==> src/rtl/pps_pkg.sv <==
package pps_pkg;
   typedef enum logic [1:0] {
      S_OFF    = 2'd0,
      S_PWRUP  = 2'd1,
      S_WAITBL = 2'd2,
      S_ON     = 2'd3
   } pps_state_e;

   localparam int SEL_LSB   = 30;
   localparam int UPD_LSB   = 16;
   localparam int BLD_LSB   = 0;
   localparam int FIELD_MAX = 13;

   localparam logic [1:0] STAT_IDLE = 2'b00;
   localparam logic [1:0] STAT_BUSY = 2'b01;
   localparam logic [1:0] STAT_ON   = 2'b10;
endpackage

==> src/rtl/pps_cfg_reg.sv <==
module pps_cfg_reg
   import pps_pkg::*;
#(
   parameter int DLY_W = 13
) (
   input  logic             clk,
   input  logic             rst_n,
   input  logic             wr,
   input  logic [31:0]      wdata,
   output logic [1:0]       sel,
   output logic [DLY_W-1:0] up_dly,
   output logic [DLY_W-1:0] bl_dly
);
   always_ff @(posedge clk) begin
      if (!rst_n) begin
         sel    <= '0;
         up_dly <= '0;
         bl_dly <= '0;
      end else if (wr) begin
         sel    <= wdata[SEL_LSB +: 2];
         up_dly <= wdata[UPD_LSB +: DLY_W];
         bl_dly <= wdata[BLD_LSB +: DLY_W];
      end
   end

   // without a write the fields keep their value
   a_r1_hold: assert property (@(posedge clk) disable iff (!rst_n)
      !wr |=> ($stable(sel) && $stable(up_dly) && $stable(bl_dly)));
endmodule

==> src/rtl/pps_tick_gen.sv <==
module pps_tick_gen #(
   parameter int DIV = 12500
) (
   input  logic clk,
   input  logic rst_n,
   input  logic clr,
   output logic tick
);
   generate
      if (DIV == 1) begin : g_div1
         assign tick = ~clr;
      end else begin : g_divn
         localparam int CW = $clog2(DIV);
         localparam logic [CW-1:0] LAST = CW'(DIV - 1);
         logic [CW-1:0] cnt_q;

         always_ff @(posedge clk) begin
            if (!rst_n || clr) cnt_q <= '0;
            else if (cnt_q == LAST) cnt_q <= '0;
            else cnt_q <= cnt_q + 1'b1;
         end

         assign tick = !clr && (cnt_q == LAST);

         // ticks are single-cycle pulses
         a_r4_tick_gap: assert property (@(posedge clk) disable iff (!rst_n)
            tick |=> !tick);
      end
   endgenerate
endmodule

==> src/rtl/pps_fsm.sv <==
module pps_fsm
   import pps_pkg::*;
#(
   parameter int DLY_W = 13
) (
   input  logic             clk,
   input  logic             rst_n,
   input  logic             tick,
   input  logic             pwr_req,
   input  logic             port_ok,
   input  logic             cfg_wr,
   input  logic [DLY_W-1:0] up_dly,
   input  logic [DLY_W-1:0] bl_dly,
   output pps_state_e       state,
   output logic             blocked
);
   localparam logic [DLY_W-1:0] ONE = DLY_W'(1);

   pps_state_e       state_q;
   logic [DLY_W-1:0] cnt_q;
   logic [DLY_W-1:0] bl_q;
   logic             blocked_q;
   logic             keep;
   logic             done;

   assign keep = pwr_req && port_ok;
   assign done = tick && (cnt_q <= ONE);

   always_ff @(posedge clk) begin
      if (!rst_n) begin
         state_q <= S_OFF;
         cnt_q   <= '0;
         bl_q    <= '0;
      end else if (state_q == S_OFF) begin
         if (keep) begin
            state_q <= S_PWRUP;
            cnt_q   <= up_dly;
            bl_q    <= bl_dly;
         end
      end else if (!keep) begin
         state_q <= S_OFF;
      end else begin
         case (state_q)
            S_PWRUP: begin
               if (done) begin
                  state_q <= S_WAITBL;
                  cnt_q   <= bl_q;
               end else if (tick) begin
                  cnt_q <= cnt_q - 1'b1;
               end
            end
            S_WAITBL: begin
               if (done) state_q <= S_ON;
               else if (tick) cnt_q <= cnt_q - 1'b1;
            end
            default: ;
         endcase
      end
   end

   always_ff @(posedge clk) begin
      if (!rst_n) blocked_q <= 1'b0;
      else if (state_q == S_OFF && pwr_req && !port_ok) blocked_q <= 1'b1;
      else if (cfg_wr) blocked_q <= 1'b0;
   end

   assign state   = state_q;
   assign blocked = blocked_q;

   a_r7_drop: assert property (@(posedge clk) disable iff (!rst_n)
      (state_q != S_OFF && !keep) |=> state_q == S_OFF);
   a_r2_invalid_stays_off: assert property (@(posedge clk) disable iff (!rst_n)
      (state_q == S_OFF && !port_ok) |=> state_q == S_OFF);
   a_r4_moves_on_tick: assert property (@(posedge clk) disable iff (!rst_n)
      (state_q != S_OFF && !tick && keep) |=> $stable(state_q));
   a_r9_sticky: assert property (@(posedge clk) disable iff (!rst_n)
      (blocked_q && !cfg_wr) |=> blocked_q);
endmodule

==> src/rtl/pps_seq_top.sv <==
module pps_seq_top
   import pps_pkg::*;
#(
   parameter int CLK_KHZ = 125000,
   parameter int DLY_W   = 13
) (
   input  logic        clk,
   input  logic        rst_n,
   input  logic        cfg_wr,
   input  logic [31:0] cfg_wdata,
   input  logic        pwr_req,
   input  logic [1:0]  port_en,
   input  logic [1:0]  port_pipe_ok,
   output logic        panel_pwr,
   output logic        panel_rdy,
   output logic        backlight_en,
   output logic [1:0]  seq_status,
   output logic        blocked_flag
);
   localparam int TICK_DIV = CLK_KHZ / 10;

   generate
      if (CLK_KHZ < 10 || (CLK_KHZ % 10) != 0) begin : g_bad_clk
         $error("CLK_KHZ must be a positive multiple of 10");
      end
      if (DLY_W < 1 || DLY_W > FIELD_MAX) begin : g_bad_width
         $error("DLY_W must lie in 1..13");
      end
   endgenerate

   logic [1:0]       sel;
   logic [DLY_W-1:0] up_dly;
   logic [DLY_W-1:0] bl_dly;
   logic             port_ok;
   logic             tick;
   pps_state_e       state;

   pps_cfg_reg #(.DLY_W(DLY_W)) u_cfg (
      .clk(clk), .rst_n(rst_n), .wr(cfg_wr), .wdata(cfg_wdata),
      .sel(sel), .up_dly(up_dly), .bl_dly(bl_dly)
   );

   always_comb begin
      case (sel)
         2'b01:   port_ok = port_en[0] && port_pipe_ok[0];
         2'b10:   port_ok = port_en[1] && port_pipe_ok[1];
         default: port_ok = 1'b0;
      endcase
   end

   pps_tick_gen #(.DIV(TICK_DIV)) u_tick (
      .clk(clk), .rst_n(rst_n), .clr(state == S_OFF), .tick(tick)
   );

   pps_fsm #(.DLY_W(DLY_W)) u_fsm (
      .clk(clk), .rst_n(rst_n), .tick(tick), .pwr_req(pwr_req),
      .port_ok(port_ok), .cfg_wr(cfg_wr), .up_dly(up_dly), .bl_dly(bl_dly),
      .state(state), .blocked(blocked_flag)
   );

   assign panel_pwr    = (state != S_OFF);
   assign panel_rdy    = (state == S_WAITBL) || (state == S_ON);
   assign backlight_en = (state == S_ON);
   assign seq_status   = (state == S_OFF) ? STAT_IDLE :
                         (state == S_ON)  ? STAT_ON   : STAT_BUSY;

   // reserved port codes never bring up panel power
   a_r2_reserved_sel: assert property (@(posedge clk) disable iff (!rst_n)
      (!panel_pwr && (sel == 2'b00 || sel == 2'b11)) |=> !panel_pwr);
   // backlight only comes on from the ready phase
   a_r5_bl_after_rdy: assert property (@(posedge clk) disable iff (!rst_n)
      $rose(backlight_en) |-> $past(panel_rdy));
endmodule

==> config.mk <==
export PLATFORM = sky130hd
export DESIGN_NAME = pps_seq_top
export DESIGN_NICKNAME = d
export VERILOG_FILES = /design/src/rtl/pps_pkg.sv /design/src/rtl/pps_cfg_reg.sv /design/src/rtl/pps_tick_gen.sv /design/src/rtl/pps_fsm.sv /design/src/rtl/pps_seq_top.sv
export SDC_FILE = /design/constraint.sdc
export NUM_CORES = 1
export LEC_CHECK = 0
export ABC_CLOCK_PERIOD_IN_PS = 6500
export BUFFER_PORTS_ARGS = -buffer_cell sky130_fd_sc_hd__buf_2
export CORE_ASPECT_RATIO = 2
export CORE_MARGIN = 2
export CORE_UTILIZATION = 30
export CTS_BUF_LIST = sky130_fd_sc_hd__clkbuf_16
export DETAILED_ROUTE_END_ITERATION = 8
export GPL_ROUTABILITY_DRIVEN = 0
export PLACE_DENSITY_LB_ADDON = 0.08
export SYNTH_ARGS = -nofsm -noshare
export SYNTH_HDL_FRONTEND = slang
export SYNTH_HIERARCHICAL = 1
export SYNTH_SLANG_ARGS = --single-unit
==> constraint.sdc <==
create_clock -name clk -period 6.5 [get_ports clk]
set_input_delay 0.975 -clock clk [delete_from_list [all_inputs] [get_ports clk]]
set_output_delay 0.975 -clock clk [all_outputs]
set_load 0.1 [all_outputs]
== Yosys cells after proc, flatten, opt, wreduce, memory -nomap -nowiden ==
Cells that the tools add are included.
Storage, ports and cells
  bits in read-only memories: 0
  register bits after elaboration: 71
  input port bits: 40
  memory bits (writable): 0
  memories: 0
  output and inout port bits: 6
  bits in latches: 0
Operators by class
  shift operators: 0
  $add $sub $neg: 2
  bitwise operators: 0
  $mul: 0
  divide/modulo/power cells: 0
  magnitude comparators: 1
  equal/unequal tests: 11
  reductions and logical operators: 20
  muxes and demuxes: 18
Operators with widths (count)
  $mux W13: 6
  $pmux W13 S2: 1
  $add A14 B1 Y14 const B: 1
  $eq A14 B14 Y1 const B: 1
  $mux W2: 7
  $le A13 B1 Y1 const B: 1
  $sub A13 B1 Y13 const B: 1
  $ne A4 B4 Y1 const B: 3
  $logic_and A1 B1 Y1: 7
  $eq A2 B2 Y1 const B: 3
  $eq A2 B1 Y1 const B: 2
  $pmux W2 S2: 1
  $reduce_and A4 Y1: 1
  $reduce_bool A2 Y1: 2
  $logic_not A1 Y1: 3
  $ne A3 B3 Y1 const B: 1
  $reduce_and A3 Y1: 1
  $reduce_bool A3 Y1: 1
  $logic_not A2 Y1: 1
  $logic_or A1 B1 Y1: 2
  $mux W1: 2
  $ne A2 B1 Y1 const B: 1
  $pmux W1 S2: 1
  $reduce_and A2 Y1: 1
  $reduce_or A2 Y1: 1

== Longest topological paths before layout ==
Gate-level depths: netlist (run 1).
  depth in word-level cells: 8
  gate-level depth with buffers: 11
  gate-level depth less buffers: 9

== By module ==
Netlist (run 1), hierarchy kept.
Modules (own cells, without submodules)
  pps_fsm: area each 1846.8 um^2, instances 1, cells an instance 233
  pps_cfg_reg: area each 1074.8 um^2, instances 1, cells an instance 89
  pps_tick_gen: area each 636.9 um^2, instances 1, cells an instance 69
  pps_seq_top: area each 110.1 um^2, instances 1, cells an instance 15

== Worst setup path before layout (run 1) ==
No wires, ideal clock.
  path type: register -> output
  start point: reg u_fsm.state_q[1], in the netlist u_fsm/state[1]
  end point: out panel_rdy
  cell stages (with the launch flop): 3
  arrival: 2077 ps
  setup slack: 3448 ps
  data required time: 5525 ps
  cell sequence: dfxtp_1 > ha_1 > or2_1
Between the ends
  cells in the longest elaborated chain, start to end: 2
  elaborated cells on any way between the ends: 3
  those cells by class: 2 x eq/ne; 1 x reduce/logical
RTL lines
  start: declaration: RTL line pps_fsm.sv:19  | pps_state_e state_q;
  start signal: assignment: RTL line pps_fsm.sv:31  | state_q <= S_OFF;
  start signal: assignment: RTL line pps_fsm.sv:36  | state_q <= S_PWRUP;
  start signal: assignment: RTL line pps_fsm.sv:41  | state_q <= S_OFF;
  $eq A2 B2 Y1
  named net backlight_en: RTL line pps_seq_top.sv:16  | output logic backlight_en,
  $logic_or A1 B1 Y1: RTL line pps_seq_top.sv:62  | assign panel_rdy = (state == S_WAITBL) || (state == S_ON);
  end: declaration: RTL line pps_seq_top.sv:15  | output logic panel_rdy,
The timed path passes the listed nets, and every way through them passes these cells.

== Final worst setup path (run 1) ==
  start point: reg u_tick.g_divn.cnt_q[8]
  end point: reg u_fsm.cnt_q[0]
Between the ends
  cells in the longest elaborated chain, start to end: 7
  elaborated cells on any way between the ends: 11
  those cells by class: 2 x eq/ne; 6 x mux; 3 x reduce/logical
RTL lines
  start: declaration: RTL line pps_tick_gen.sv:15  | logic [CW-1:0] cnt_q;
  start signal: assignment: RTL line pps_tick_gen.sv:20  | else cnt_q <= cnt_q + 1'b1;
  $eq A14 B14 Y1 *: RTL line pps_tick_gen.sv:23  | assign tick = !clr && (cnt_q == LAST);
  $logic_and A1 B1 Y1 *: RTL line pps_tick_gen.sv:23
  named net tick: RTL line pps_seq_top.sv:35  | logic tick;
  $mux W13 or $logic_and A1 B1 Y1 (tied branches)
  $mux W13 (on tied branches)
  $pmux W13 S2: RTL line pps_fsm.sv:43  | case (state_q)
  $mux W13: RTL line pps_fsm.sv:40  | end else if (!keep) begin
  $mux W13: RTL line pps_fsm.sv:34  | end else if (state_q == S_OFF) begin
  end signal: assignment: RTL line pps_fsm.sv:37  | cnt_q <= up_dly;
  end signal: assignment: RTL line pps_fsm.sv:47  | cnt_q <= bl_q;
  end signal: assignment: RTL line pps_fsm.sv:49  | cnt_q <= cnt_q - 1'b1;
  end: declaration: RTL line pps_fsm.sv:20  | logic [DLY_W-1:0] cnt_q;
The timed path passes the listed nets; every way through them passes the cells marked *. The select of a mux whose other input is x is not followed.
A chain may end at the register's enable or synchronous reset.

==> flow_summary.yaml, run 1 <==
setup_path:
  end_kind: "register"
  cpPeakStageDelay_ns: 0.56
  required_ns: 6.68
  path_delay_family: "simple AND/OR/NAND/NOR gates"
  crit_slowest_cell: "and4_1"
  startpoint_type: "register"
  worst-path-max-fanout: 26
  worstPathBufferInverterCount: 0
  critical_path_arrival_ns: 4.00
  crit_type: "register to register"
  cp.depth: 8
  worstPathCellList: "or4_1 -> or4_4 -> nor2_1 -> nor4b_4 -> and4_1 -> a31oi_4 -> o221ai_1 -> a31oi_1"
  r2r_cells: 8
sta:
  finalHoldViolCount: 0
  fmax_ghz: 0.262
  worst_pin_slew_ns: 0.963
  finalWorstSetupSlack_ns: 2.68
  rsz0062_at_grt: "false"
  fin_tns_setup_ns: 0
  setup_viol_count_final: 0
  maxSlewViolCount: 0
  fin_worst_skew_ns: 0.00641
  timing.max_slew.rel_slack_pct: 35.8
  fin_crit_ns: 3.82
  fin_crit_sh_pct: 58.8
detailed_routing:
  drt-pass1-iter-count: 4
  wl_mm: 9.47
  via_per_inst: 4.96
  ant_nets: 0
  num_vias: 2927
  wl_per_cell_um: 16.0
  first_iter_violations: 120
  drc: 0
clock_network:
  htree_levels: 3
  clk_pin_slew_ns: 0.06
  cts_made_buffers: 9
  cts_resized: 0
  post_cts_buffers: 0
  clk_path_buf_depth: 2
  clock-root-buffer: "clkbuf_16"
  cts_tree: "built"
  cts.sinks: 71
  clock_latency_ns: 0.33
  ctsHoldBuffers: 0
finish:
  nFillCells: 1290
  area_delta_synth_final_pct: 14.2
  nNetsFinal: 491
  fin_util_pct: 34.8
  antenna_cells: 0
  drive_gt1_share_pct: 14.7
synth:
  synth_fp_nets: 459
  synth.avg_cell_area_um2: 9.04
  yosys-top-cells-area: "dfxtp_1 39%, mux2i_1 8.2%, nor2b_1 5.1%, nand2_1 4.5%, ha_1 4.4%"
  postSynthCellCount: 406
  synth_top_area_cell: "dfxtp_1"
  synth_cell_type_count: 59
  netlist_area_um2: 3670
  synth_edf_count: 0
  synth-seq-cells: 71
  ys_seq_area_share_pct: 38.7
  netlist.area_leader.share_pct: 38.7
  ys_async_sr_fraction_pct: 0
  synth_flop_cell: "dfxtp_1"
  ys_warn_count: 6
floorplan:
  fp.coreArea_um2: 12100
  start_util_pct: 30.4
  die_height_um: 160
  die_w_um: 82.2
  num_rows: 57
  dieArea_um2: 13200
  ios: 46
hold_path:
  hold_path_class: "register to register"
  hold_path_depth: 2
power:
  p_leak_nw: 1.60
  swShare_pct: 23.7
  p_per_area_nw_per_um2: 241
  p_int_mw: 0.771
  clockPowerShare_pct: 47.9
  pwr-share-comb_pct: 6.9
  irDropWorstVdd_mv: 0.172
  p_sw_mw: 0.240
  p_seq_share_pct: 45.2
placed_design:
  place_ws_ns: 2.71
  hpwl_mm: 7.04
  io_buffers: 41
grt:
  grt-ovfl-total: 0
  grt_pass1_wl_mm: 15.7
  antenna_found_initial: 0
  grtUsageTotal_pct: 15.7
  grt_max_degree: 59
  grt_pass1_vias: 3074
flow_run:
  drv_cap: 0
status:
  status: "complete, no violations"
==> cells by family after synthesis <==
| logic type | after synthesis | share of synthesized area, % |
|---|---|---|
| AOI/OAI and AO/OA | 78 | 14.4 |
| xor gates and xnor gates | 18 | 4.30 |
| adders and majority gates | 13 | 4.43 |
| buffers and inverters | 38 | 6.24 |
| DFF | 71 | 38.7 |
| muxes | 30 | 8.19 |
| and+or+nand+nor | 158 | 23.7 |
==> final cells by class <==
cell class | instances | area (µm²) | area share [%]
Clock inverter | 7 | 63.8 | 1.52
Inverter | 17 | 63.8 | 1.52
Sequential cell | 71 | 1420 | 33.9
Timing Repair Buffer | 42 | 213 | 5.08
Tap cell | 147 | 184 | 4.39
Multi-Input combinational cell | 297 | 2020 | 48.2
Clock buffer | 9 | 225 | 5.38
==> registers in the layout (all words and copies together), names as in the netlist <==
register	flops
u_cfg/bl_dly	13
u_cfg/sel	2
u_cfg/up_dly	13
u_fsm/bl_q	13
u_fsm/blocked	1
u_fsm/cnt_q	13
u_fsm/state	2
u_tick/g_divn.cnt_q	14
==> worst reg2reg max path, stage by stage, from the launching register on <==
cell and delay [ns]:
dfxtp_1 0.36, or4_1 0.55, or4_4 0.55, nor2_1 0.43, nor4b_4 0.53, and4_1 0.56
a31oi_4 0.35, o221ai_1 0.30, a31oi_1 0.06
==> synth_stat cells, types with 2 or more instances <==
| library cell | instances |
|---|---|
| nor3b_1 | 2 |
| nand3_1 | 13 |
| inv_1 | 17 |
| and4_1 | 3 |
| buf_6 | 5 |
| xnor2_1 | 11 |
| nor4_1 | 2 |
| a21oi_1 | 12 |
| o21ai_0 | 15 |
| nand2_1 | 44 |
| nor2_1 | 30 |
| and2_1 | 4 |
| a31oi_1 | 12 |
| nor2b_1 | 30 |
| nand4b_1 | 2 |
| xor2_1 | 7 |
| nor3_1 | 4 |
| and3_1 | 2 |
| ha_1 | 13 |
| or3_1 | 3 |
| o31ai_1 | 2 |
| clkbuf_1 | 11 |
| buf_12 | 2 |
| dfxtp_1 | 71 |
| mux2i_1 | 30 |
| a21boi_0 | 13 |
| a41oi_1 | 3 |
| nand4_1 | 5 |
| o21ai_1 | 7 |
| nor4bb_1 | 2 |
==> metal layers <==
metal	wire, µm	global-route usage [%]	up-vias
met5	0	0	-
met2	5470	29.6	29
li1	-	-	1488
met1	3530	15.9	1398
met3	172	2.64	12
met4	292	7.27	0
==> power groups by stage <==
stage	Sequential [mW]	Clock (mW)	Combinational (mW)
2_1_floorplan	0.466	0	0.0478
3_3_place_gp	0.466	0	0.0703
3_5_place_dp	0.467	0	0.0709
4_1_cts	0.457	0.498	0.0710
5_1_grt	0.458	0.515	0.0773
6_report	0.457	0.485	0.0695
==> placed cells by master (no fill, tap or decap), types with 3 or more instances in the layout <==
cell type and instances:
nand2_1 44, a41oi_1 3, xor2_1 7, nand4_1 5, clkinv_2 3, a21oi_1 12
or3_1 3, nor2b_1 30, inv_1 17, o21ai_0 15, nor2_1 30, ha_1 13
buf_2 41, nand3_1 13, clkbuf_16 9, mux2i_1 30, o21ai_1 7, and2_1 4
nor3_1 4, and4_1 3, dfxtp_1 71, a31oi_1 12, xnor2_1 11, a21boi_0 13
==> final timing paths <==
check	start	endpoint	slack (ns)
worst max register to register	u_tick/g_divn.cnt_q[8]	u_fsm/cnt_q[0]	2.68
worst max-delay path	u_tick/g_divn.cnt_q[8]	u_fsm/cnt_q[0]	2.68
worst min-delay path	u_cfg/bl_dly[12]	u_fsm/bl_q[12]	0.47
worst min register to register	u_cfg/bl_dly[12]	u_fsm/bl_q[12]	0.47
==> stage by stage <==
step	cell area (µm²)	total power, mW	instances	hold WS, ns
6_report	4190	1.01	590	0.469
5_1_grt	4190	1.05	590	0.487
4_1_cts	4190	1.03	590	0.471
3_5_place_dp	3900	0.537	574	0.464
3_3_place_gp	3900	0.536	574	0.443
2_1_floorplan	3670	0.514	406	0.426
(Power assumes the default switching activity.)
==> inputs of run 2 (changes only) <==
--- a/config.mk
+++ b/config.mk
@@ -5,7 +5,7 @@
 export SDC_FILE = /design/constraint.sdc
 export NUM_CORES = 1
 export LEC_CHECK = 0
-export ABC_CLOCK_PERIOD_IN_PS = 6500
+export ABC_CLOCK_PERIOD_IN_PS = 3950
 export BUFFER_PORTS_ARGS = -buffer_cell sky130_fd_sc_hd__buf_2
 export CORE_ASPECT_RATIO = 2
 export CORE_MARGIN = 2
==> constraint.sdc (replaced) <==
create_clock -name clk -period 3.95 [get_ports clk]
set_input_delay 0.5925 -clock clk [delete_from_list [all_inputs] [get_ports clk]]
set_output_delay 0.5925 -clock clk [all_outputs]
set_load 0.1 [all_outputs]
==> run 2 against run 1 <==
Critical path depth up 1. Setup slack worse by 2.0 ns. Register-to-register slack worse by 2.0 ns. Maximum frequency up 18%. Total power up 70%. First-iteration DRC count down 32%. Cell area up 1.1%. Largest cell class unchanged. Largest power group unchanged. Highest routed layer unchanged.
==> flow_summary.yaml, run 2 (synthesis gave the netlist of run 1 again) <==
floorplan:
  die_w_um: 82.2
  dieArea_um2: 13200
  die_height_um: 160
  fp.coreArea_um2: 12100
  num_rows: 57
  ios: 46
  start_util_pct: 30.4
finish:
  antenna_cells: 0
  layout_commonest_cell: "dfxtp_1"
  final_cell_mix: "71 x dfxtp_1, 44 x nand2_1, 41 x buf_2"
  final_cells: 592
  drive_gt1_share_pct: 15.3
  largest_register_ffs: 14
  nNetsFinal: 494
  top_register: "u_tick/g_divn.cnt_q"
  area_delta_synth_final_pct: 15.4
power:
  irDropWorstVdd_mv: 0.203
  p_leak_nw: 1.63
  p_per_area_nw_per_um2: 406
grt:
  grt_pass1_wl_mm: 15.4
  antenna_found_initial: 0
  grt_max_degree: 59
  grt-ovfl-total: 0
  grt_pass1_vias: 3007
  grtUsageTotal_pct: 15.7
setup_path:
  critical_path_arrival_ns: 3.46
  crit_type: "register to register"
  r2r-start: "u_tick/g_divn.cnt_q[8]"
  startpoint_type: "register"
  cp-startpoint: "u_tick/g_divn.cnt_q[8]"
  worst-r2r-setup-slack_ns: 0.71
  required_ns: 4.17
  end_kind: "register"
  worst-path-max-fanout: 8
clock_network:
  clock_latency_ns: 0.33
  cts_tree: "built"
  clock-root-buffer: "clkbuf_16"
  post_cts_buffers: 0
  clk_path_buf_depth: 2
  htree_levels: 3
  cts_made_buffers: 9
  clk_pin_slew_ns: 0.06
  ctsHoldBuffers: 0
  cts_resized: 0
  cts.sinks: 71
sta:
  worst_pin_slew_ns: 0.916
  fin_crit_sh_pct: 82.0
  fin_crit_ns: 3.24
  finalHoldViolCount: 0
  fin_worst_skew_ns: 0.00819
  timing.max_slew.rel_slack_pct: 38.9
  timing.hold.ws_ns: 0.460
  setup_viol_count_final: 0
  fin_tns_setup_ns: 0
  rsz0062_at_grt: "false"
  fmax_ghz: 0.309
  maxSlewViolCount: 0
placed_design:
  placed_cells: 577
  io_buffers: 41
  hpwl_mm: 7.08
detailed_routing:
  ant_nets: 0
  first_iter_violations: 82
  num_vias: 2910
  wl_mm: 9.45
  wl_per_cell_um: 16.0
  drt-pass1-iter-count: 4
  drc: 0
  via_per_inst: 4.92
flow_run:
  drv_cap: 0
hold_path:
  hold_path_class: "register to register"
  hold_start: "u_tick/g_divn.cnt_q[0]"
status:
  status: "complete, no violations"
==> run 2: power breakdown <==
part           leakage (nW)  total [mW]  switching [mW]  internal [mW]
combinational         0.897       0.114          0.0646         0.0493
clock                 0.151       0.854           0.307          0.548
sequential            0.578       0.751          0.0147          0.737
==> run 2: worst paths after layout <==
path | endpoint | cells after the start
setup reg to reg | u_fsm/state[0] | 9
hold reg to reg | u_tick/g_divn.cnt_q[0] | 1
hold / removal | u_tick/g_divn.cnt_q[0] | 1
setup / recovery | u_fsm/state[0] | 9
==> run 2: critical path: stages, from the launching register on <==
cell and delay, ns:
dfxtp_1 0.36, or4_1 0.54, or4_4 0.55, nor2_1 0.34, nor4b_4 0.30, and4_1 0.33
buf_4 0.19, o221a_4 0.22, a21oi_1 0.07, o221a_1 0.22
==> run 2: per-layer routing <==
layer	track usage [%]	wire length (µm)	up-vias
met5	0	0	-
met4	9.39	514	0
met3	3.43	248	21
met2	28.0	5190	39
met1	15.7	3500	1362
li1	-	-	1488
==> run 2: final cells by class <==
cell class,count,area (µm²)
clock buffers,9,225
clock inverters,6,86.3
fillers,1266,7820
inverters,17,63.8
multi-input cells,297,2020
flip-flops and latches,71,1420
well taps,147,184
repair buffers,45,235
==> run 2: through the flow <==
stage / util [%] / total power [mW] / cell area (µm²) / worst slack, ns
6_report: 35.1 / 1.72 / 4230 / 0.712
5_1_grt: 35.1 / 1.80 / 4230 / 0.484
4_1_cts: 35.1 / 1.76 / 4230 / 0.717
3_5_place_dp: 32.5 / 0.884 / 3920 / 0.754
3_3_place_gp: 32.5 / 0.883 / 3920 / 0.776
2_1_floorplan: - / 0.845 / 3670 / 0.992
==> inputs of run 3 (changes only) <==
--- a/config.mk
+++ b/config.mk
@@ -5,7 +5,7 @@
 export SDC_FILE = /design/constraint.sdc
 export NUM_CORES = 1
 export LEC_CHECK = 0
-export ABC_CLOCK_PERIOD_IN_PS = 3950
+export ABC_CLOCK_PERIOD_IN_PS = 3310
 export BUFFER_PORTS_ARGS = -buffer_cell sky130_fd_sc_hd__buf_2
 export CORE_ASPECT_RATIO = 2
 export CORE_MARGIN = 2
==> constraint.sdc (replaced) <==
create_clock -name clk -period 3.31 [get_ports clk]
set_input_delay 0.4965 -clock clk [delete_from_list [all_inputs] [get_ports clk]]
set_output_delay 0.4965 -clock clk [all_outputs]
set_load 0.1 [all_outputs]
==> run 3 against run 2 <==
Die area unchanged. Maximum frequency increased by 3.7%. Combinational power increased by 19%. Critical path depth unchanged. Utilization increased by 0.25 points. Sequential power increased by 20%. Cell count increased by 1.7%. Routed wire length increased by 0.77%. Clock power increased by 4.3%. Clock skew decreased by 0.0027 ns. Register-to-register slack got worse by 0.53 ns. Global-route usage increased by 0.14 points.
==> flow_summary.yaml, run 3 (synthesis gave the netlist of run 1 again) <==
sta:
  fin_crit_ns: 3.12
  fin_worst_skew_ns: 0.00547
  fin_tns_setup_ns: 0
  timing.max_slew.rel_slack_pct: 40.2
  finalHoldViolCount: 0
  timing.hold.ws_ns: 0.422
  finalWorstSetupSlack_ns: 0.187
  rsz0062_at_grt: "false"
  setup_viol_count_final: 0
  fmax_ghz: 0.320
  fin_crit_sh_pct: 94.4
  maxSlewViolCount: 0
  worst_pin_slew_ns: 0.897
placed_design:
  place_ws_ns: 0.214
  placed_area_um2: 3990
  hpwl_mm: 7.21
  io_buffers: 41
setup_path:
  startpoint_type: "register"
  required_ns: 3.53
  end_kind: "register"
  worst-path-max-fanout: 9
  critical_path_arrival_ns: 3.35
  crit_type: "register to register"
power:
  p_leak_nw: 1.65
  irDropWorstVdd_mv: 0.244
  totalPowerFinal_mw: 1.92
  p_per_area_nw_per_um2: 451
hold_path:
  hold_path_class: "primary input to register"
floorplan:
  die_w_um: 82.2
  fp.coreArea_um2: 12100
  num_rows: 57
  die_height_um: 160
  ios: 46
  dieArea_um2: 13200
  start_util_pct: 30.4
finish:
  drive_gt1_share_pct: 16.9
  nFillCells: 1285
  layout.area.seq_um2: 1420
  layout_commonest_cell: "dfxtp_1"
  final_area_um2: 4260
  area_delta_synth_final_pct: 16.2
  top_register: "u_tick/g_divn.cnt_q"
  antenna_cells: 0
  multi_input_area_um2: 2020
  largest_register_ffs: 14
  final_cell_mix: "71 x dfxtp_1, 44 x nand2_1, 41 x buf_2"
  nNetsFinal: 503
grt:
  grt-ovfl-total: 0
  grt_max_degree: 32
  grtUsageTotal_pct: 15.8
  antenna_found_initial: 0
  grt_pass1_wl_mm: 15.5
  grt_pass1_vias: 2979
clock_network:
  htree_levels: 3
  post_cts_buffers: 0
  clock-root-buffer: "clkbuf_16"
  cts.sinks: 71
  cts_made_buffers: 9
  cts_tree: "built"
  clk_path_buf_depth: 2
  ctsHoldBuffers: 0
  clock_latency_ns: 0.33
  cts_resized: 0
  clk_pin_slew_ns: 0.06
detailed_routing:
  num_vias: 2899
  via_per_inst: 4.82
  wl_mm: 9.53
  wl_per_cell_um: 15.8
  drt-pass1-iter-count: 4
  first_iter_violations: 81
  ant_nets: 0
  drc: 0
flow_run:
  drv_cap: 0
status:
  status: "complete, no violations"
run 3: final cells by class:
class	instances	area share, %
multi-input cells	297	47.3
flip-flops and latches	71	33.3
repair buffers	54	7.10
clock buffers	9	5.28
well taps	147	4.31
inverters	17	1.50
clock inverters	7	1.14
run 3: final timing paths:
kind,from,to,slack [ns],depth (start not counted)
hold / removal,cfg_wdata[6],u_cfg/bl_dly[6],0.42,3
setup reg to reg,u_tick/g_divn.cnt_q[8],u_fsm/state[0],0.19,9
hold reg to reg,u_cfg/bl_dly[12],u_fsm/bl_q[12],0.47,2
setup / recovery,u_tick/g_divn.cnt_q[8],u_fsm/state[0],0.19,9
run 3: metrics by stage:
stage,instances,util [%]
floorplan,406,-
detailed placement,586,33.1
CTS,602,35.4
global placement,586,33.1
finish,602,35.4
global route,602,35.4
run 3: report_power, final:
group          internal [mW]  total, mW  leakage [nW]  switching, mW
clock                  0.507      0.891         0.125          0.385
sequential             0.879      0.898         0.578         0.0189
combinational         0.0598      0.136         0.944         0.0757
run 3: critical path, stage by stage (launching register included):
cell and delay, ns:
dfxtp_1 0.36, or4_1 0.55, or4_4 0.55, nor2_1 0.31, nor4b_4 0.27, and4_1 0.30
buf_4 0.19, o221a_4 0.21, a21oi_1 0.07, o221a_1 0.21
run 3: layer usage:
layer / global-route usage [%] / routed length [µm] / vias to the layer above
li1: - / - / 1508
met1: 16.6 / 3660 / 1339
met2: 28.3 / 5270 / 33
met3: 3.31 / 213 / 19
met4: 7.95 / 381 / 0
met5: 0 / 0 / -
